[config.mk]
export PLATFORM = sky130hd
export DESIGN_NAME = mii_mgmt_top
export DESIGN_NICKNAME = d
export VERILOG_FILES = /design/src/rtl/mii_mgmt_pkg.sv /design/src/rtl/mii_mgmt_ctrl.sv /design/src/rtl/mii_mgmt_datapath.sv /design/src/rtl/mii_mgmt_top.sv
export SDC_FILE = /design/constraint.sdc
export NUM_CORES = 1
export LEC_CHECK = 0
export ABC_AREA = 1
export BUFFER_PORTS_ARGS = -buffer_cell sky130_fd_sc_hd__buf_2
export CORE_AREA = 2 2 132 230
export DETAILED_ROUTE_END_ITERATION = 16
export DIE_AREA = 0 0 134 232
export GPL_ROUTABILITY_DRIVEN = 0
export PLACE_DENSITY = 0.82
export SLEW_MARGIN = 10
export SYNTH_ARGS = -nofsm -noshare
export SYNTH_HDL_FRONTEND = slang
export SYNTH_SLANG_ARGS = --single-unit
[constraint.sdc]
create_clock -name clk -period 3.8 [get_ports clk]
set_clock_uncertainty 0.15 [all_clocks]
set_input_delay 0.57 -clock clk [delete_from_list [all_inputs] [get_ports clk]]
set_output_delay 0.57 -clock clk [all_outputs]
set_load 0.05 [all_outputs]
[src/rtl/mii_mgmt_pkg.sv]
package mii_mgmt_pkg;
  localparam int DATA_W  = 16;
  localparam int REG_CNT = 16;
  localparam int ADDR_W  = 5;
  localparam int IDX_W   = $clog2(REG_CNT);

  localparam logic [1:0] SEL_ADDR = 2'd0;
  localparam logic [1:0] SEL_CMD  = 2'd1;
  localparam logic [1:0] SEL_TX   = 2'd2;

  localparam int CMD_SCAN = 0;
  localparam int CMD_RD   = 1;
  localparam int CMD_WR   = 2;

  localparam int CTRL_IDX    = 0;
  localparam int STAT_IDX    = 1;
  localparam int ID_HI_IDX   = 2;
  localparam int ID_LO_IDX   = 3;
  localparam int PARTNER_IDX = 5;
  localparam int LINK_BIT    = 2;
  localparam int SOFT_RST_BIT = 15;

  localparam logic [DATA_W-1:0] PARTNER_UP_SET   = 16'h01e1;
  localparam logic [DATA_W-1:0] PARTNER_DOWN_KEEP = 16'h01ff;

  typedef struct packed {
    logic              phyWr;
    logic              phyRd;
    logic              phyHit;
    logic [ADDR_W-1:0] regAddr;
    logic [DATA_W-1:0] wrData;
    logic              scanOn;
  } mgmt_strobe_t;

  function automatic logic [DATA_W-1:0] resetValue(input int idx);
    case (idx)
      0:       return 16'h1000;
      1:       return 16'h7848;
      2:       return 16'h2000;
      3:       return 16'h5c90;
      4:       return 16'h01e1;
      default: return '0;
    endcase
  endfunction
endpackage

[src/rtl/mii_mgmt_ctrl.sv]
module mii_mgmt_ctrl
  import mii_mgmt_pkg::*;
#(
  parameter int PHY_ID = 1
) (
  input  logic              clk,
  input  logic              rstN,
  input  logic              hostWrEn,
  input  logic [1:0]        hostSel,
  input  logic [DATA_W-1:0] hostWrData,
  output mgmt_strobe_t      strobe
);
  localparam logic [ADDR_W-1:0] MY_PHY = ADDR_W'(PHY_ID);

  logic [ADDR_W-1:0] phyAddr;
  logic [ADDR_W-1:0] regAddr;
  logic [DATA_W-1:0] txData;
  logic              scanOn;

  always_ff @(posedge clk or negedge rstN) begin
    if (!rstN) begin
      phyAddr <= '0;
      regAddr <= '0;
      txData  <= '0;
      scanOn  <= 1'b0;
    end else if (hostWrEn) begin
      case (hostSel)
        SEL_ADDR: begin
          phyAddr <= hostWrData[ADDR_W-1:0];
          regAddr <= hostWrData[8 +: ADDR_W];
        end
        SEL_CMD: scanOn <= hostWrData[CMD_SCAN];
        SEL_TX:  txData <= hostWrData;
        default: ;
      endcase
    end
  end

  always_comb begin
    strobe         = '0;
    strobe.phyHit  = (phyAddr == MY_PHY);
    strobe.regAddr = regAddr;
    strobe.scanOn  = scanOn;
    strobe.wrData  = txData;
    if (hostWrEn) begin
      case (hostSel)
        SEL_CMD: begin
          strobe.phyWr = hostWrData[CMD_WR] & strobe.phyHit;
          strobe.phyRd = hostWrData[CMD_RD];
        end
        SEL_TX: begin
          strobe.phyWr  = strobe.phyHit;
          strobe.wrData = hostWrData;
        end
        default: ;
      endcase
    end
  end

  assert_scan_store_R2: assert property (@(posedge clk) disable iff (!rstN)
    (hostWrEn && hostSel == SEL_CMD) |=> (scanOn == $past(hostWrData[CMD_SCAN])));
endmodule

[src/rtl/mii_mgmt_datapath.sv]
module mii_mgmt_datapath
  import mii_mgmt_pkg::*;
(
  input  logic              clk,
  input  logic              rstN,
  input  mgmt_strobe_t      strobe,
  input  logic              linkUp,
  output logic [DATA_W-1:0] rdData,
  output logic              linkFail
);
  localparam logic [ADDR_W-1:0] REG_LIMIT = ADDR_W'(REG_CNT);

  logic [DATA_W-1:0] regQ    [REG_CNT];
  logic [DATA_W-1:0] regNext [REG_CNT];
  logic              linkSeen;
  logic              addrInRange;
  logic              wrHit;
  logic [IDX_W-1:0]  idx;
  logic              softRst;
  logic              linkChg;
  logic              linkApply;

  assign addrInRange = strobe.regAddr < REG_LIMIT;
  assign idx         = strobe.regAddr[IDX_W-1:0];
  assign wrHit       = strobe.phyWr && addrInRange;
  assign softRst     = wrHit && (idx == IDX_W'(CTRL_IDX)) && strobe.wrData[SOFT_RST_BIT];
  assign linkChg     = linkUp != linkSeen;
  assign linkApply   = linkChg && !softRst;

  for (genvar i = 0; i < REG_CNT; i++) begin : gRegs
    localparam logic [DATA_W-1:0] RST_VAL = resetValue(i);
    localparam logic [IDX_W-1:0]  MY_IDX  = IDX_W'(i);
    localparam bit READ_ONLY = (i == STAT_IDX) || (i == ID_HI_IDX) || (i == ID_LO_IDX);
    logic [DATA_W-1:0] q;
    logic [DATA_W-1:0] nxt;

    always_comb begin
      nxt = q;
      if (softRst) begin
        nxt = RST_VAL;
      end else begin
        if (!READ_ONLY && wrHit && idx == MY_IDX) nxt = strobe.wrData;
        if (linkApply) begin
          if (i == STAT_IDX) nxt[LINK_BIT] = linkUp;
          if (i == PARTNER_IDX) nxt = linkUp ? (nxt | PARTNER_UP_SET) : (nxt & PARTNER_DOWN_KEEP);
        end
      end
    end

    always_ff @(posedge clk or negedge rstN) begin
      if (!rstN) q <= RST_VAL;
      else       q <= nxt;
    end

    assign regQ[i]    = q;
    assign regNext[i] = nxt;
  end

  always_ff @(posedge clk or negedge rstN) begin
    if (!rstN) linkSeen <= 1'b0;
    else       linkSeen <= softRst ? 1'b0 : linkUp;
  end

  always_ff @(posedge clk or negedge rstN) begin
    if (!rstN) begin
      rdData <= '0;
    end else if (strobe.phyRd) begin
      if (!strobe.phyHit)   rdData <= '1;
      else if (addrInRange) rdData <= regNext[idx];
      else                  rdData <= '0;
    end
  end

  always_ff @(posedge clk or negedge rstN) begin
    if (!rstN)                                      linkFail <= 1'b0;
    else if (strobe.phyRd || (strobe.scanOn && linkChg)) linkFail <= !linkUp;
  end

  assert_status_ro_R5: assert property (@(posedge clk) disable iff (!rstN)
    (wrHit && idx == IDX_W'(STAT_IDX) && !linkChg) |=> $stable(regQ[STAT_IDX]));

  assert_link_bit_R9: assert property (@(posedge clk) disable iff (!rstN)
    linkApply |=> (regQ[STAT_IDX][LINK_BIT] == $past(linkUp)));

  assert_miss_ones_R7: assert property (@(posedge clk) disable iff (!rstN)
    (strobe.phyRd && !strobe.phyHit) |=> (rdData == '1));

  assert_soft_rst_R6: assert property (@(posedge clk) disable iff (!rstN)
    softRst |=> (regQ[CTRL_IDX] == resetValue(CTRL_IDX)));

  assert_read_fail_R10: assert property (@(posedge clk) disable iff (!rstN)
    strobe.phyRd |=> (linkFail == !$past(linkUp)));

  assert_scan_quiet_R11: assert property (@(posedge clk) disable iff (!rstN)
    (!strobe.phyRd && !(strobe.scanOn && linkChg)) |=> $stable(linkFail));
endmodule

[src/rtl/mii_mgmt_top.sv]
module mii_mgmt_top
  import mii_mgmt_pkg::*;
#(
  parameter int PHY_ID = 1
) (
  input  logic        clk,
  input  logic        rstN,
  input  logic        hostWrEn,
  input  logic [1:0]  hostSel,
  input  logic [15:0] hostWrData,
  input  logic        linkUp,
  output logic [15:0] rdData,
  output logic        linkFail
);
  mgmt_strobe_t strobe;

  mii_mgmt_ctrl #(.PHY_ID(PHY_ID)) ctrl_i (
    .clk        (clk),
    .rstN       (rstN),
    .hostWrEn   (hostWrEn),
    .hostSel    (hostSel),
    .hostWrData (hostWrData),
    .strobe     (strobe)
  );

  mii_mgmt_datapath dp_i (
    .clk      (clk),
    .rstN     (rstN),
    .strobe   (strobe),
    .linkUp   (linkUp),
    .rdData   (rdData),
    .linkFail (linkFail)
  );
endmodule

* Word-level counts from Yosys, hierarchy flattened
Index checks and enable logic that the tools add are counted.
Cells by class: muxes and demuxes 45, equality and inequality tests 16, reduce and logical (&&, ||, !) cells 24, order comparisons 2, bitwise operators 2
Operator list (count):
- $mux W16 | 36
- $bmux W16 S4 | 1
- $eq A4 B4 Y1 const B | 8
- $logic_and A1 B1 Y1 | 17
- $eq A4 B3 Y1 const B | 4
- $mux W13 | 1
- $eq A5 B1 Y1 const B | 1
- $ge A5 B5 Y1 const B | 1
- $lt A5 B5 Y1 const B | 1
- $not A4 Y5 | 1
- $logic_not A4 Y1 | 1
- $mux W1 | 4
- $mux W2 | 2
- $reduce_and A2 Y1 | 2
- $eq A2 B1 Y1 const B | 1
- $eq A2 B2 Y1 const B | 1
- $logic_not A1 Y1 | 2
- $logic_not A2 Y1 | 1
- $pmux W1 S2 | 1
- $and A1 B1 Y1 | 1
- $logic_or A1 B1 Y1 | 1
- $ne A1 B1 Y1 | 1
Word-level totals: register bits 301, input bits 22, output and inout bits 17, logic and storage cells 112

* Depth between registers and ports, before layout
Gate-level depths: netlist (run 1).
depth after elaboration 16, mapped depth 20, gate-level depth less buffers 17

* Hierarchy
A second synthesis (run 1) with hierarchy kept.
Second synthesis, totals: cells, all modules 2255, area, all modules 15726.3 µm²
By module, submodules not included:
- mii_mgmt_datapath | seq. area each 6880.3 µm², cells each 2129, area an instance 14482.6 µm², instances 1
- mii_mgmt_ctrl | seq. area each 675.6 µm², cells each 126, area an instance 1243.7 µm², instances 1

* Worst setup path after synthesis (run 1)
OpenSTA, ideal clock, no wires.
path type in2reg, start point in hostSel[0], end point reg dp_i.rdData[11], library setup time 0.133 ns, path buffers 3, cell stages on the path 18, data required time 3.517 ns, path slack 1.218 ns, data arrival time 2.299 ns, cells stage by stage inv_1 -> ha_1 -> buf_4 -> inv_2 -> nand2_1 -> inv_2 -> nor2_2 -> buf_6 -> nand3_2 -> nor2_2 -> buf_2 -> nor2_1 -> nand2_1 -> nand2_1 -> nand3_1 -> nand2_1 -> nand3_1 -> a21oi_1
Between the ends: word-level cells in the longest chain between the ends 15, elaborated cells between the ends (all ways) 60, those cells by class 2 x eq/ne; 41 x mux; 17 x reduce/logical
RTL lines:
- start: declaration | RTL line mii_mgmt_top.sv:9 | input logic [1:0] hostSel,
- $eq A2 B2 Y1 / $eq A2 B1 Y1 (equally long branches) | RTL line mii_mgmt_ctrl.sv:46 | case (hostSel)
- $pmux W1 S2 | RTL line mii_mgmt_ctrl.sv:46
- $mux W2 | RTL line mii_mgmt_ctrl.sv:45 | if (hostWrEn) begin
- $logic_and A1 B1 Y1 | RTL line mii_mgmt_datapath.sv:25 | assign wrHit = strobe.phyWr && addrInRange;
- $logic_and A1 B1 Y1 | RTL line mii_mgmt_datapath.sv:26, mii_mgmt_datapath.sv:42
- $logic_and A1 B1 Y1 | RTL line mii_mgmt_datapath.sv:26 | assign softRst = wrHit && (idx == IDX_W'(CTRL_IDX)) && strobe.wrData[SOFT_RST_BIT];
- $logic_not A1 Y1 | RTL line mii_mgmt_datapath.sv:28 | assign linkApply = linkChg && !softRst;
- $logic_and A1 B1 Y1 | RTL line mii_mgmt_datapath.sv:28
- $mux W16 | RTL line mii_mgmt_datapath.sv:43 | if (linkApply) begin
- $mux W16 | RTL line mii_mgmt_datapath.sv:39 | if (softRst) begin
- $bmux W16 S4 | RTL line mii_mgmt_datapath.sv:69 | else if (addrInRange) rdData <= regNext[idx];
- $mux W16 (implied by the code) (2 in series) | RTL line mii_mgmt_datapath.sv:69
- $mux W16 | RTL line mii_mgmt_datapath.sv:69
- $mux W16 | RTL line mii_mgmt_datapath.sv:68 | if (!strobe.phyHit) rdData <= '1;
- end signal: assignment | RTL line mii_mgmt_datapath.sv:69
- end: declaration | RTL line mii_mgmt_datapath.sv:8 | output logic [DATA_W-1:0] rdData,
Parallel ways exist; a longest one is shown, timed or not. The select of a mux whose other input is x is not followed. A chain may end at the register's enable or synchronous reset.

* Worst setup path in the final report (run 1)
start point reg ctrl_i.regAddr[3], end point reg dp_i.rdData[15]
Between the ends: word-level cells in the longest chain between the ends 13, elaborated cells between the ends (all ways) 68, those cells by class 1 x order compare; 12 x eq/ne; 36 x mux; 1 x bitwise; 18 x reduce/logical
RTL lines:
- start: declaration | RTL line mii_mgmt_ctrl.sv:16 | logic [ADDR_W-1:0] regAddr;
- start signal: assignment | RTL line mii_mgmt_ctrl.sv:30 | regAddr <= hostWrData[8 +: ADDR_W];
- $lt A5 B5 Y1 | RTL line mii_mgmt_datapath.sv:23 | assign addrInRange = strobe.regAddr < REG_LIMIT;
- $logic_and A1 B1 Y1 | RTL line mii_mgmt_datapath.sv:25
- $logic_and A1 B1 Y1 | RTL line mii_mgmt_datapath.sv:26, mii_mgmt_datapath.sv:42
- $logic_and A1 B1 Y1 | RTL line mii_mgmt_datapath.sv:26
- $logic_not A1 Y1 | RTL line mii_mgmt_datapath.sv:28
- $logic_and A1 B1 Y1 | RTL line mii_mgmt_datapath.sv:28
- $mux W16 | RTL line mii_mgmt_datapath.sv:43
- $mux W16 | RTL line mii_mgmt_datapath.sv:39
- $bmux W16 S4 | RTL line mii_mgmt_datapath.sv:69
- $mux W16 (implied by the code) (2 in series) | RTL line mii_mgmt_datapath.sv:69
- $mux W16 (*) | RTL line mii_mgmt_datapath.sv:69
- $mux W16 (*) | RTL line mii_mgmt_datapath.sv:68
Mark *: on every way between the ends. The rest lies on a longest branch, timed or not. The select of a mux whose other input is x is not followed.

==> run summary, run 1 <==
Setup repair after global routing left no endpoint under its margin. The number of buffers added by the clock tree synthesis step is 26. The fmax came out at 0.291 GHz.

The clock reaches the later pin of the worst-skew pair after 0.59 ns. The pre-antenna-repair detailed-routing pass consisted of 9 iterations. The largest net degree at the start of global routing came out at 99.

The setup total negative slack is 0 ns. The endpoint of the most critical register-to-register path is dp_i.rdData[15]$_DFFE_PN0P_. At the placement stage, the worst setup path has a slack of 0.147 ns.

The number of routed nets with antenna violations is 0. The number of nets in the final layout is 2315. The setup path with the least slack is of type register to register. The number of distinct library cells after synthesis came out at 30.

Following the worst setup path forward leads to its endpoint at dp_i.rdData[15]$_DFFE_PN0P_. The mean number of vias per cell is 5.53. The count of endpoints failing hold in the final timing report came out at 0. The power after layout is 7.14 mW.

The total global-route track usage is 0.327. The half-perimeter wire length after placement is 33100 um. The H-tree depth came out at 1. The full die area is 31100 sq um. In this run the static leakage power is 9.94 nW. The post-synth design cell area is 15800 sq um.

The cell count after placement came out at 2643. The number of maximum-capacitance violations came out at 0. STA classifies the critical path startpoint as a register. The power per standard cell area came out at 409 nW/um^2.

The share of final-layout standard cells stronger than drive strength 1 came out at 0.0935. The largest driver fanout on the critical path came out at 11. The I/O pin total came out at 39. The worst max-slew margin expressed relative to the limit came out at 0.244. Ranked by total cell area, the synthesized netlist is headed by sky130_fd_sc_hd__dfrtp_1, sky130_fd_sc_hd__nand2_1, sky130_fd_sc_hd__inv_1. IR analysis of the VDD net gives a maximum drop of 0.000361 V. The number of max-slew violations in the final report came to 0. The total of buffers placed on input and output ports is 38. The number of warning messages in the yosys log came out at 0. The maximum clock path buffer count is 3.

Setup violations remaining at the end of the flow were counted as 0. The vertical extent of the die came out at 232 um. The synthesized design spends more area on one cell type than any other, namely sky130_fd_sc_hd__dfrtp_1.

The data required time at the worst endpoint came out at 4.16 ns. The TritonCTS clock tree is yes. In the final routed layout, each cell accounts on average for 18.4 um.

The tightest min-delay check is of the input pin to register type. The share of Yosys cell area claimed by the top area cell type came out at 0.445. The cell count after synthesis came out at 2259. The buffer type at the clock tree root is sky130_fd_sc_hd__clkbuf_16.

The overall overflow remaining after global route came out at 0. The initial antenna violation count was 0. The first-pass GRT wire length is 77900 um.

The endpoint type of the worst setup path is a register. The time the worst path needs with I/O delays and setup is 3.44 ns. The area of the core came out at 29200 sq um. The clock slew at the register clock pins of the worst setup and hold paths came out at 0.07 ns.

The number of cells on the worst reg-to-reg path is 13. For this run, the register share of the synthesized area comes to 0.477. Data on the critical path arrives at its endpoint at 3.79 ns. The count of inserted antenna diode cells is 0. The average instance area after synthesis is 7.01 sq um. The register bit total from synthesis is 301. The portion of the clock cycle consumed by the worst path in the final layout came out at 0.904. The startpoint identified for the worst hold timing path is linkUp. Across all layers, the routed design uses 14.9k vias. The CTS sink count is 301. The initial core utilization came out at 0.543. The worst register-to-register path begins at ctrl_i.regAddr[3]$_DFFE_PN0P_. Compared with the post-synthesis result, the final layout area differs by 10.3%. The actual slew at the worst max-slew pin came out at 1.13 ns. The post-layout instance count excluding filler cells is 2691. The remaining routing DRC violations is 0. The flow ran to the end, and the final reports show no timing, DRC or antenna violations. The most critical setup path has its startpoint at ctrl_i.regAddr[3]$_DFFE_PN0P_.

For flop-to-flop paths, the worst setup slack is 0.36 ns. The detailed router finished its first iteration with 1721 violations. Setup slack closes at 0.365 ns. The routed wire length is 49500 um. The die boundary width is 134 um.

The row count is 83. Synthesis produced a netlist with a net count of 2284. The via count of the first global-routing pass came to 14.7k.
==> cells by family after synthesis <==
family | after synthesis | synth area share
AOI/OAI and AO/OA | 109 | 0.0415
adders and majority gates | 3 | 0.00237
buffers and inverters | 635 | 0.157
DFF | 301 | 0.477
muxes | 2 | 0.00142
and+or+nand+nor | 1209 | 0.321
==> power breakdown <==
group / total [mW] / internal (mW) / leakage, nW / switching (mW)
clock: 2.65 / 1.42 / 0.403 / 1.22
sequential: 3.32 / 3.28 / 2.99 / 0.0414
combinational: 1.18 / 0.253 / 6.55 / 0.922
total: 7.14 / 4.95 / 9.94 / 2.19
==> stage by stage <==
step | cell area (sq um) | hold WS [ns] | util
floorplan | 15800 | 0.124 | -
global placement | 16600 | 0.293 | 0.570
detailed placement | 16600 | 0.298 | 0.570
CTS | 17500 | 0.0381 | 0.599
global route | 17500 | 0.0252 | 0.599
finish | 17500 | 0.0347 | 0.599
==> state kept, by name, indices dropped and copies added (netlist names) <==
signal / count
dp_i.linkSeen: 1
ctrl_i.txData: 16
ctrl_i.scanOn: 1
dp_i.gRegs.q: 256
dp_i.linkFail: 1
ctrl_i.regAddr: 5
dp_i.rdData: 16
ctrl_i.phyAddr: 5
==> critical path, cell delays in order, from the launching register on <==
cell and delay (ns):
sky130_fd_sc_hd__dfrtp_1 0.47, sky130_fd_sc_hd__nand2_1 0.41, sky130_fd_sc_hd__nor2_2 0.46, sky130_fd_sc_hd__nand3_1 0.31, sky130_fd_sc_hd__buf_4 0.27, sky130_fd_sc_hd__nand2_1 0.06
sky130_fd_sc_hd__nand3_1 0.10, sky130_fd_sc_hd__nand2_1 0.07, sky130_fd_sc_hd__nand2_1 0.05, sky130_fd_sc_hd__nor2_1 0.13, sky130_fd_sc_hd__nand3_1 0.15, sky130_fd_sc_hd__nor2_1 0.47
sky130_fd_sc_hd__nand2_1 0.09, sky130_fd_sc_hd__a21oi_1 0.15
==> cell usage in the layout (no fill, tap or decap), types with 24 or more instances in the layout <==
cell / n
sky130_fd_sc_hd__inv_1: 513
sky130_fd_sc_hd__buf_2: 37
sky130_fd_sc_hd__o21ai_0: 25
sky130_fd_sc_hd__nand3_1: 287
sky130_fd_sc_hd__clkbuf_16: 27
sky130_fd_sc_hd__o21ai_1: 24
sky130_fd_sc_hd__buf_4: 68
sky130_fd_sc_hd__dfrtp_1: 282
sky130_fd_sc_hd__o211ai_1: 30
sky130_fd_sc_hd__nand2_1: 760
sky130_fd_sc_hd__nor2_1: 109
==> cell usage after synthesis <==
| cell type | number |
|---|---|
| sky130_fd_sc_hd__a21boi_1 | 5 |
| sky130_fd_sc_hd__a21oi_1 | 18 |
| sky130_fd_sc_hd__a31oi_1 | 1 |
| sky130_fd_sc_hd__buf_1 | 6 |
| sky130_fd_sc_hd__buf_2 | 52 |
| sky130_fd_sc_hd__buf_4 | 3 |
| sky130_fd_sc_hd__buf_6 | 3 |
| sky130_fd_sc_hd__clkbuf_1 | 46 |
| sky130_fd_sc_hd__clkinv_1 | 3 |
| sky130_fd_sc_hd__dfrtp_1 | 282 |
| sky130_fd_sc_hd__dfstp_2 | 19 |
| sky130_fd_sc_hd__ha_1 | 3 |
| sky130_fd_sc_hd__inv_1 | 513 |
| sky130_fd_sc_hd__inv_2 | 9 |
| sky130_fd_sc_hd__mux2_2 | 2 |
| sky130_fd_sc_hd__nand2_1 | 760 |
| sky130_fd_sc_hd__nand2_2 | 6 |
| sky130_fd_sc_hd__nand3_1 | 287 |
| sky130_fd_sc_hd__nand3_2 | 4 |
| sky130_fd_sc_hd__nand4_1 | 22 |
| sky130_fd_sc_hd__nand4_4 | 1 |
| sky130_fd_sc_hd__nor2_1 | 110 |
| sky130_fd_sc_hd__nor2_2 | 11 |
| sky130_fd_sc_hd__nor2_4 | 6 |
| sky130_fd_sc_hd__o2111ai_1 | 1 |
| sky130_fd_sc_hd__o211ai_1 | 30 |
| sky130_fd_sc_hd__o21ai_0 | 26 |
| sky130_fd_sc_hd__o21ai_1 | 23 |
| sky130_fd_sc_hd__o21ai_2 | 5 |
| sky130_fd_sc_hd__or2_2 | 2 |
==> per-layer routing <==
metal  vias up  track usage  part of all wire
li1       6763            -                 -
met1      6953        0.369              0.34
met2       873        0.525              0.47
met3       286       0.0616             0.089
met4         0        0.289              0.10
met5         -            0                 0
==> worst min path at each step <==
stage	end	slack [ns]	cells after the start
2_1_floorplan	ctrl_i.phyAddr[0]$_DFFE_PN0P_	0.12	0
3_3_place_gp	dp_i.gRegs[3].q[6]$_DFF_PN0_	0.29	2
3_5_place_dp	dp_i.gRegs[1].q[10]$_DFF_PN0_	0.30	2
4_1_cts	dp_i.linkFail$_DFFE_PN0P_	0.04	2
5_1_grt	dp_i.linkFail$_DFFE_PN0P_	0.03	2
6_report	dp_i.linkFail$_DFFE_PN0P_	0.03	2
==> timing repair <==
action                                  in CTS  in global routing
hold endpoints to repair                    84                  0
endpoints found under the setup margin       0                  0
gates resized for setup                      0                  0
hold buffers                                 1                  0
setup buffers                                0                  0
==> layout make-up <==
class / instances / area [sq um]
Clock buffer: 43 / 796
Clock inverter: 4 / 20.0
Fill cell: 2523 / 11700
Inverter: 525 / 1970
Multi-Input combinational cell: 1323 / 5810
Sequential cell: 301 / 7560
Tap cell: 382 / 478
Timing Repair Buffer: 113 / 841
No activity file was read; power rests on OpenSTA's default activity.
==> run 2, diff against run 1 <==
==> constraint.sdc (replaced) <==
create_clock -name clk -period 3.35 [get_ports clk]
set_clock_uncertainty 0.15 [all_clocks]
set_input_delay 0.5025 -clock clk [delete_from_list [all_inputs] [get_ports clk]]
set_output_delay 0.5025 -clock clk [all_outputs]
set_load 0.05 [all_outputs]
==> run 2 against run 1 <==
Non-clock buffer count is 16 higher. Setup slack better by 0.036 ns. Cell area is 1.8% higher. Core utilization is 1.1 points higher. Critical path depth is 2 lower. Final cell count is 0.67% higher. Clock-buffer cell count is 1 lower. Sequential share of layout area is 0.78 points lower. Sequential power is 13% higher. Critical path type unchanged. Largest cell class unchanged. Highest routed layer unchanged.
==> run summary, run 2 (same netlist as run 1, synthesis figures left out) <==
The share of final-layout standard cells stronger than drive strength 1 is 0.0997 (+0.00615). The flow ran to the end, and the final reports show no timing, DRC or antenna violations. The worst-case vdd ir drop came to 0.000356 V (-1.4%).

The I/O pin total is 39 (unchanged). The H-tree depth came to 1 (unchanged). The final cell area excluding filler cells is 17800 sq um (+1.8%). The part of the total power dissipated in sequential elements is 0.451 (-0.014).

The total global-route track usage came out at 0.333 (+0.00623). The vias after detailed routing came out at 15.0k (+1.0%). The largest driver fanout on the critical path came out at 18 (+7). The area of the core is 29200 sq um (unchanged). The portion of the clock cycle consumed by the worst path in the final layout came out at 0.880 (-0.0237). The post-place setup slack is -0.0299 ns (-0.177 ns). The portion of total power attributed to combinational logic is 0.164 (about the same). The count of endpoints failing hold in the final timing report was 0 (unchanged). The flip-flop count of the largest register after layout is 256 (unchanged). In the layout the commonest cells are sky130_fd_sc_hd__nand2_1, sky130_fd_sc_hd__inv_1, sky130_fd_sc_hd__nand3_1, sky130_fd_sc_hd__dfrtp_1, sky130_fd_sc_hd__nor2_1. The vertical extent of the die came out at 232 um (unchanged). The total of endpoints with negative setup slack in the final report was 0 (unchanged). The maximum clock path buffer count is 3 (unchanged). The cell count after placement came out at 2658 (+0.57%). The number of max-slew violations in the final report is 0 (unchanged).

The starting DRC count in detailed routing was 1691 (-1.7%). The core utilization of the finished layout is 0.610 (+0.0111). The register with the most flip-flops is dp_i.gRegs.q.

The time the worst path needs with I/O delays and setup is 2.95 ns (-0.486 ns). The power per standard cell area came out at 469 nW/um^2 (+15%). The fmax came out at 0.339 GHz (+16%).

The mean number of vias per cell came to 5.55 (+0.34%). The die boundary width is 134 um (unchanged). The row count is 83 (unchanged). The tightest hold margin came out at 0.0847 ns (+0.0500 ns).

The net load switching power came to 2.50 mW (+14%). The total of buffers placed on input and output ports came out at 38 (unchanged). Setup repair after global routing left no endpoint under its margin. The half-perimeter wire length after placement is 33400 um (+1.0%). The overall overflow remaining after global route came out at 0 (unchanged).

The number of routed nets with antenna violations is 0 (unchanged). The largest registers in the layout are dp_i.gRegs.q: 256 flops, ctrl_i.txData: 16 flops, dp_i.rdData: 16 flops. The buffer type at the clock tree root is sky130_fd_sc_hd__clkbuf_16. The final setup slack of the worst path came out at 0.401 ns (+0.0363 ns).

The placed standard-cell area was 16900 sq um (+1.4%). STA classifies the critical path endpoint as a register. The actual slew at the worst max-slew pin is 0.805 ns (-0.328 ns). The remaining routing DRC violations came to 0 (unchanged). The number of cells upsized or downsized after cts is 0 (unchanged). The switching share of power is 0.299 (-0.00716). The synthesis-to-finish area growth came out at 12.3%. The CTS sink count came out at 301 (unchanged). The power after layout was 8.34 mW (+17%).

The number of buffers added by the clock tree synthesis step is 27 (+3.8%). The data required time at the worst endpoint is 3.64 ns (-0.52 ns). The routed wire length was 50200 um (+1.6%). The via count of the first global-routing pass came out at 14.9k (+0.98%). The worst setup path is launched from a register.

The routed wirelength normalized by instance count is 18.5 um (+0.91%). The part of the power in the clock network was 0.385 (+0.014). TritonCTS built the clock tree. The number of nets in the final layout came out at 2332 (+0.73%).

The setup total negative slack is 0 ns (unchanged). The full die area came out at 31100 sq um (unchanged). The arrival time of data at the critical path endpoint is 3.24 ns (-0.55 ns). The initial antenna violation count was 1 (+1). The tightest min-delay check is of the input pin to register type. The worst max-slew margin expressed relative to the limit is 0.463 (+0.219). The source-to-sink clock delay at the later pin of the worst-skew pair came to 0.55 ns (-0.04 ns).

The initial core utilization is 0.543 (unchanged). The number of maximum-capacitance violations was 0 (unchanged). The largest net degree at the start of global routing is 79 (-20%). Leaving out fill and tap cells, the most frequent cell in the layout is sky130_fd_sc_hd__nand2_1. The worst setup path is of the register to register kind. The post-layout instance count excluding filler cells was 2709 (+0.67%).

The internal power of the cells came out at 5.85 mW (+18%). The clock slew at the register clock pins of the worst setup and hold paths is 0.07 ns (about the same). The first-pass iteration count of the detailed router was 6 (-3). The first-pass GRT wire length is 79200 um (+1.8%).

The cell leakage power is 10.1 nW (+1.4%). The count of inserted antenna diode cells came out at 0 (unchanged).
[run 2: changes by cell type in the layout (fill, tap and decap cells not counted), sizes merged]
cell         before  now
buf             112  127
bufinv            0    3
clkbuf           43   42
clkinv            6    4
clkinvlp          0    2
dlygate4sd3       1    2
[run 2: worst paths after layout]
| kind | from | to | slack, ns | depth (start not counted) |
|---|---|---|---|---|
| max in group asynchronous | rstN | dp_i.gRegs[2].q[13]$_DFF_PN1_ | 1.75 | 3 |
| min reg2reg | dp_i.gRegs[2].q[9]$_DFF_PN0_ | dp_i.gRegs[2].q[9]$_DFF_PN0_ | 0.31 | 2 |
| max reg2reg | ctrl_i.regAddr[1]$_DFFE_PN0P_ | dp_i.rdData[12]$_DFFE_PN0P_ | 0.40 | 11 |
| min in group asynchronous | rstN | ctrl_i.phyAddr[0]$_DFFE_PN0P_ | 0.36 | 2 |
| max | ctrl_i.regAddr[1]$_DFFE_PN0P_ | dp_i.rdData[12]$_DFFE_PN0P_ | 0.40 | 11 |
| min | hostWrData[4] | ctrl_i.phyAddr[4]$_DFFE_PN0P_ | 0.08 | 3 |
[run 2: timing repair]
action / in CTS / in global routing
setup buffers: 0 / 0
hold buffers: 2 / 0
endpoints found under the setup margin: 0 / 0
hold endpoints to repair: 69 / 0
[run 2: routing by layer]
metal  global-route usage  wire [um]  up-vias  share of wire
li1                     -          -     6782              -
met1                0.370      16400     6909           0.33
met2                0.528      23000      961           0.46
met3               0.0642       4880      373          0.097
met4                0.319       5860        0           0.12
met5                    0          0        -              0
[run 2: cell type report]
class	count	area [sq um]
Inverter	525	1970
Tap cell	382	478
Sequential cell	301	7560
Timing Repair Buffer	129	1090
Multi-Input combinational cell	1323	5810
Clock inverter	7	119
Clock buffer	42	772
Fill cell	2437	11400
[run 2: power by group through the flow]
stage / combinational [mW] / sequential [mW] / clock, mW
floorplan: 0.658 / 3.84 / 0
detailed placement: 1.29 / 3.83 / 0
global route: 1.43 / 3.77 / 3.36
finish: 1.37 / 3.76 / 3.21
global placement: 1.28 / 3.82 / 0
CTS: 1.30 / 3.76 / 3.24
[run 2: worst max-delay path, cell delays in order (launching register included)]
cell                      delay, ns
sky130_fd_sc_hd__dfrtp_1       0.57
sky130_fd_sc_hd__nand2_2       0.26
sky130_fd_sc_hd__nor2_1        0.38
sky130_fd_sc_hd__nand2_2       0.36
sky130_fd_sc_hd__inv_1         0.38
sky130_fd_sc_hd__nand2_1       0.11
sky130_fd_sc_hd__nand3_1       0.13
sky130_fd_sc_hd__nand2_1       0.08
sky130_fd_sc_hd__nand3_1       0.09
sky130_fd_sc_hd__nand2_1       0.12
sky130_fd_sc_hd__nand3_1       0.14
sky130_fd_sc_hd__a21oi_1       0.07
==> run 3, diff against run 2 <==
--- a/config.mk
+++ b/config.mk
@@ -7,11 +7,11 @@
 export LEC_CHECK = 0
 export ABC_AREA = 1
 export BUFFER_PORTS_ARGS = -buffer_cell sky130_fd_sc_hd__buf_2
-export CORE_AREA = 2 2 132 230
+export CORE_AREA = 2 2 135 236
 export DETAILED_ROUTE_END_ITERATION = 16
-export DIE_AREA = 0 0 134 232
+export DIE_AREA = 0 0 137 238
 export GPL_ROUTABILITY_DRIVEN = 0
-export PLACE_DENSITY = 0.82
+export PLACE_DENSITY = 0.79
 export SLEW_MARGIN = 10
 export SYNTH_ARGS = -nofsm -noshare
 export SYNTH_HDL_FRONTEND = slang
==> run 3 against run 2 <==
Core utilization decreased by 2.4 points. Cell area is 0.80% higher. Non-clock buffer count up 10. Sequential power barely moved. Sequential cell count unchanged. Register-to-register slack got worse by 0.18 ns. Global-route usage down 1.5 points. Critical endpoint is now dp_i.rdData[7]$_DFFE_PN0P_. Highest routed layer unchanged.
==> run summary, run 3 (same netlist as run 1, synthesis figures left out) <==
The flow ran to the end, and the final reports show no timing, DRC or antenna violations. The first-pass iteration count of the detailed router is 9 (+3). The die boundary width is 137 um (+2.2%). The worst-case vdd ir drop came out at 0.000356 V (about the same). The routed wirelength normalized by instance count came out at 18.5 um (about the same). The largest registers in the layout are dp_i.gRegs.q: 256 flops, ctrl_i.txData: 16 flops, dp_i.rdData: 16 flops. The vias after detailed routing is 15.0k (-0.10%).

The start of the worst register-to-register path is ctrl_i.regAddr[1]$_DFFE_PN0P_. The H-tree depth was 1 (unchanged). The half-perimeter wire length after placement is 33800 um (+1.1%). The largest driver fanout on the critical path is 34 (+16). The portion of the clock cycle consumed by the worst path in the final layout came out at 0.934 (+0.0532).

The CTS sink count is 301 (unchanged). The number of nets in the final layout came to 2342 (+0.43%). The remaining routing DRC violations is 0 (unchanged). The end of the worst hold path is ctrl_i.phyAddr[2]$_DFFE_PN0P_. The fmax is 0.320 GHz (-5.7%).

The actual slew at the worst max-slew pin is 0.973 ns (+0.168 ns). The power after layout came out at 8.46 mW (+1.4%). The tree is rooted in a sky130_fd_sc_hd__clkbuf_16.

The post-place setup slack is 0.0762 ns (+0.106 ns). The slack of the worst reg-to-reg path was 0.22 ns (-0.18 ns). The total global-route track usage is 0.317 (-0.0153). The maximum clock path buffer count is 3 (unchanged). Setup repair after global routing left no endpoint under its margin. The final setup slack of the worst path came out at 0.223 ns (-0.178 ns). The first-pass GRT wire length came to 79400 um (+0.23%). The largest net degree at the start of global routing came out at 84 (+6.3%). The number of maximum-capacitance violations is 0 (unchanged).

The count of inserted antenna diode cells came out at 0 (unchanged). The worst max-slew margin expressed relative to the limit came to 0.350 (-0.113). The starting DRC count in detailed routing is 1677 (-0.83%). The I/O pin total is 39 (unchanged). The initial core utilization came out at 0.517 (-0.0257). The number of buffers added by the clock tree synthesis step was 27 (unchanged).

The worst hold path belongs to the class input pin to register. The startpoint of the tightest hold check path is hostWrData[2]. The number of max-slew violations in the final report came out at 0 (unchanged). The total of buffers placed on input and output ports came out at 38 (unchanged).

The core utilization of the finished layout was 0.586 (-0.0242). The data required time at the worst endpoint came out at 3.69 ns (+0.05 ns). The register with the most flip-flops is dp_i.gRegs.q. The synthesis-to-finish area growth came out at 13.2%. The full die area came out at 32600 sq um (+4.9%). The arrival time of data at the critical path endpoint came out at 3.46 ns (+0.22 ns). The library cells used most frequently in the layout, excluding fill and tap cells, are sky130_fd_sc_hd__nand2_1, sky130_fd_sc_hd__inv_1, sky130_fd_sc_hd__nand3_1, sky130_fd_sc_hd__dfrtp_1, sky130_fd_sc_hd__nor2_1. The worst register-to-register path ends at dp_i.rdData[7]$_DFFE_PN0P_.

The via count of the first global-routing pass came out at 14.9k (-0.074%). The row count came out at 85 (+2.4%). The element type at the critical path start is a register. The count of endpoints failing hold in the final timing report came out at 0 (unchanged).

The number of buffers inserted to repair setup after CTS is 0 (unchanged). The share of final-layout standard cells stronger than drive strength 1 is 0.107 (+0.00728). STA classifies the critical path endpoint as a register. The clock slew at the register clock pins of the worst setup and hold paths came out at 0.07 ns (about the same). The initial antenna violation count is 0 (-1). The overall overflow remaining after global route came out at 0 (unchanged). The routed wire length is 50600 um (+0.67%). The area of the core is 30600 sq um (+5.0%). TritonCTS built the clock tree. The vertical extent of the die came out at 238 um (+2.6%). The number of routed nets with antenna violations is 0 (unchanged). The filler cell count is 2722 (+12%). The mean number of vias per cell is 5.50 (-0.80%). The number of cells on the worst reg-to-reg path is 10 (-1). The time the worst path needs with I/O delays and setup came out at 3.13 ns (+0.178 ns). The source-to-sink clock delay at the later pin of the worst-skew pair came to 0.56 ns (about the same). The cell leakage power is 10.2 nW (+0.84%). The most frequent standard cell in the layout excluding fill and tap cells is sky130_fd_sc_hd__nand2_1. The cell depth of the worst min-delay path is 2 (-1).

The critical path in this run is classified as register to register. The cell count after placement came to 2677 (+0.71%). The total of endpoints with negative setup slack in the final report came out at 0 (unchanged). The flip-flop count of the largest register after layout came out at 256 (unchanged).

The setup total negative slack is 0 ns (unchanged). The power per standard cell area is 472 nW/um^2 (+0.60%). The post-layout instance count excluding filler cells is 2728 (+0.70%).
## run 3: cell types whose count changed in the layout (fill, tap and decap cells not counted)
cell	previous run	this run
sky130_fd_sc_hd__buf_12	16	17
sky130_fd_sc_hd__buf_4	73	82
sky130_fd_sc_hd__bufinv_16	3	4
sky130_fd_sc_hd__clkbuf_1	11	4
sky130_fd_sc_hd__clkbuf_8	4	5
sky130_fd_sc_hd__clkinv_2	1	8
sky130_fd_sc_hd__clkinv_4	1	0
sky130_fd_sc_hd__clkinvlp_4	2	1
sky130_fd_sc_hd__nor2_1	109	108
sky130_fd_sc_hd__nor2_4	7	8
sky130_fd_sc_hd__o21ai_0	25	24
sky130_fd_sc_hd__o21ai_1	24	25
## run 3: through the flow
step	hold WS (ns)	cell area [sq um]
after floorplan	0.0569	15800
after global placement	0.293	17000
after detailed placement	0.298	17000
after CTS	0.0670	17900
after global routing	0.0713	17900
final	0.0729	17900
## run 3: worst max-delay path, cell delays in order (launching register included)
cell and delay [ns]:
sky130_fd_sc_hd__dfrtp_1 0.50, sky130_fd_sc_hd__nand2_1 0.30, sky130_fd_sc_hd__inv_2 0.45, sky130_fd_sc_hd__buf_12 0.33, sky130_fd_sc_hd__nand3_1 0.09, sky130_fd_sc_hd__nand2_1 0.05, sky130_fd_sc_hd__o21ai_1 0.40, sky130_fd_sc_hd__nand3_1 0.12
sky130_fd_sc_hd__nor2_1 0.41, sky130_fd_sc_hd__nand2_1 0.11, sky130_fd_sc_hd__a21boi_1 0.14
## run 3: final cells by class
class / count / area [sq um] / share of cell area
Clock buffer: 36 / 759 / 0.0423
Clock inverter: 13 / 168 / 0.00935
Inverter: 525 / 1970 / 0.110
Multi-Input combinational cell: 1323 / 5820 / 0.324
Sequential cell: 301 / 7560 / 0.421
Tap cell: 391 / 489 / 0.0273
Timing Repair Buffer: 139 / 1180 / 0.0656
## run 3: worst max path at each step
stage	from	end	cells after the start
global route	ctrl_i.phyAddr[3]$_DFFE_PN0P_	dp_i.rdData[15]$_DFFE_PN0P_	15
detailed placement	hostSel[0]	dp_i.rdData[15]$_DFFE_PN0P_	17
finish	ctrl_i.regAddr[1]$_DFFE_PN0P_	dp_i.rdData[7]$_DFFE_PN0P_	10
CTS	ctrl_i.phyAddr[3]$_DFFE_PN0P_	dp_i.rdData[15]$_DFFE_PN0P_	15
global placement	hostSel[0]	dp_i.rdData[10]$_DFFE_PN0P_	19
floorplan	hostSel[0]	dp_i.rdData[11]$_DFFE_PN0P_	18
## run 3: where the power goes
group | leakage (nW) | switching [mW] | internal, mW
Clock | 0.461 | 1.42 | 1.90
Combinational | 6.72 | 1.06 | 0.319
Sequential | 2.99 | 0.0452 | 3.72
Total | 10.2 | 2.52 | 5.93
## run 3: timing repair
item / 4_1_cts / 5_1_grt
hold buffers: 2 / 0
resized for setup: 0 / 2
setup endpoints to repair: 0 / 1
endpoints found under the hold margin: 71 / 0
## run 3: layer usage
layer | part of all wire | track usage | routed length [um] | vias up
met5 | 0 | 0 | 0 | -
met4 | 0.10 | 0.275 | 5260 | 0
met3 | 0.090 | 0.0597 | 4560 | 335
met2 | 0.47 | 0.513 | 23900 | 928
met1 | 0.33 | 0.353 | 16900 | 6930
li1 | - | - | - | 6817
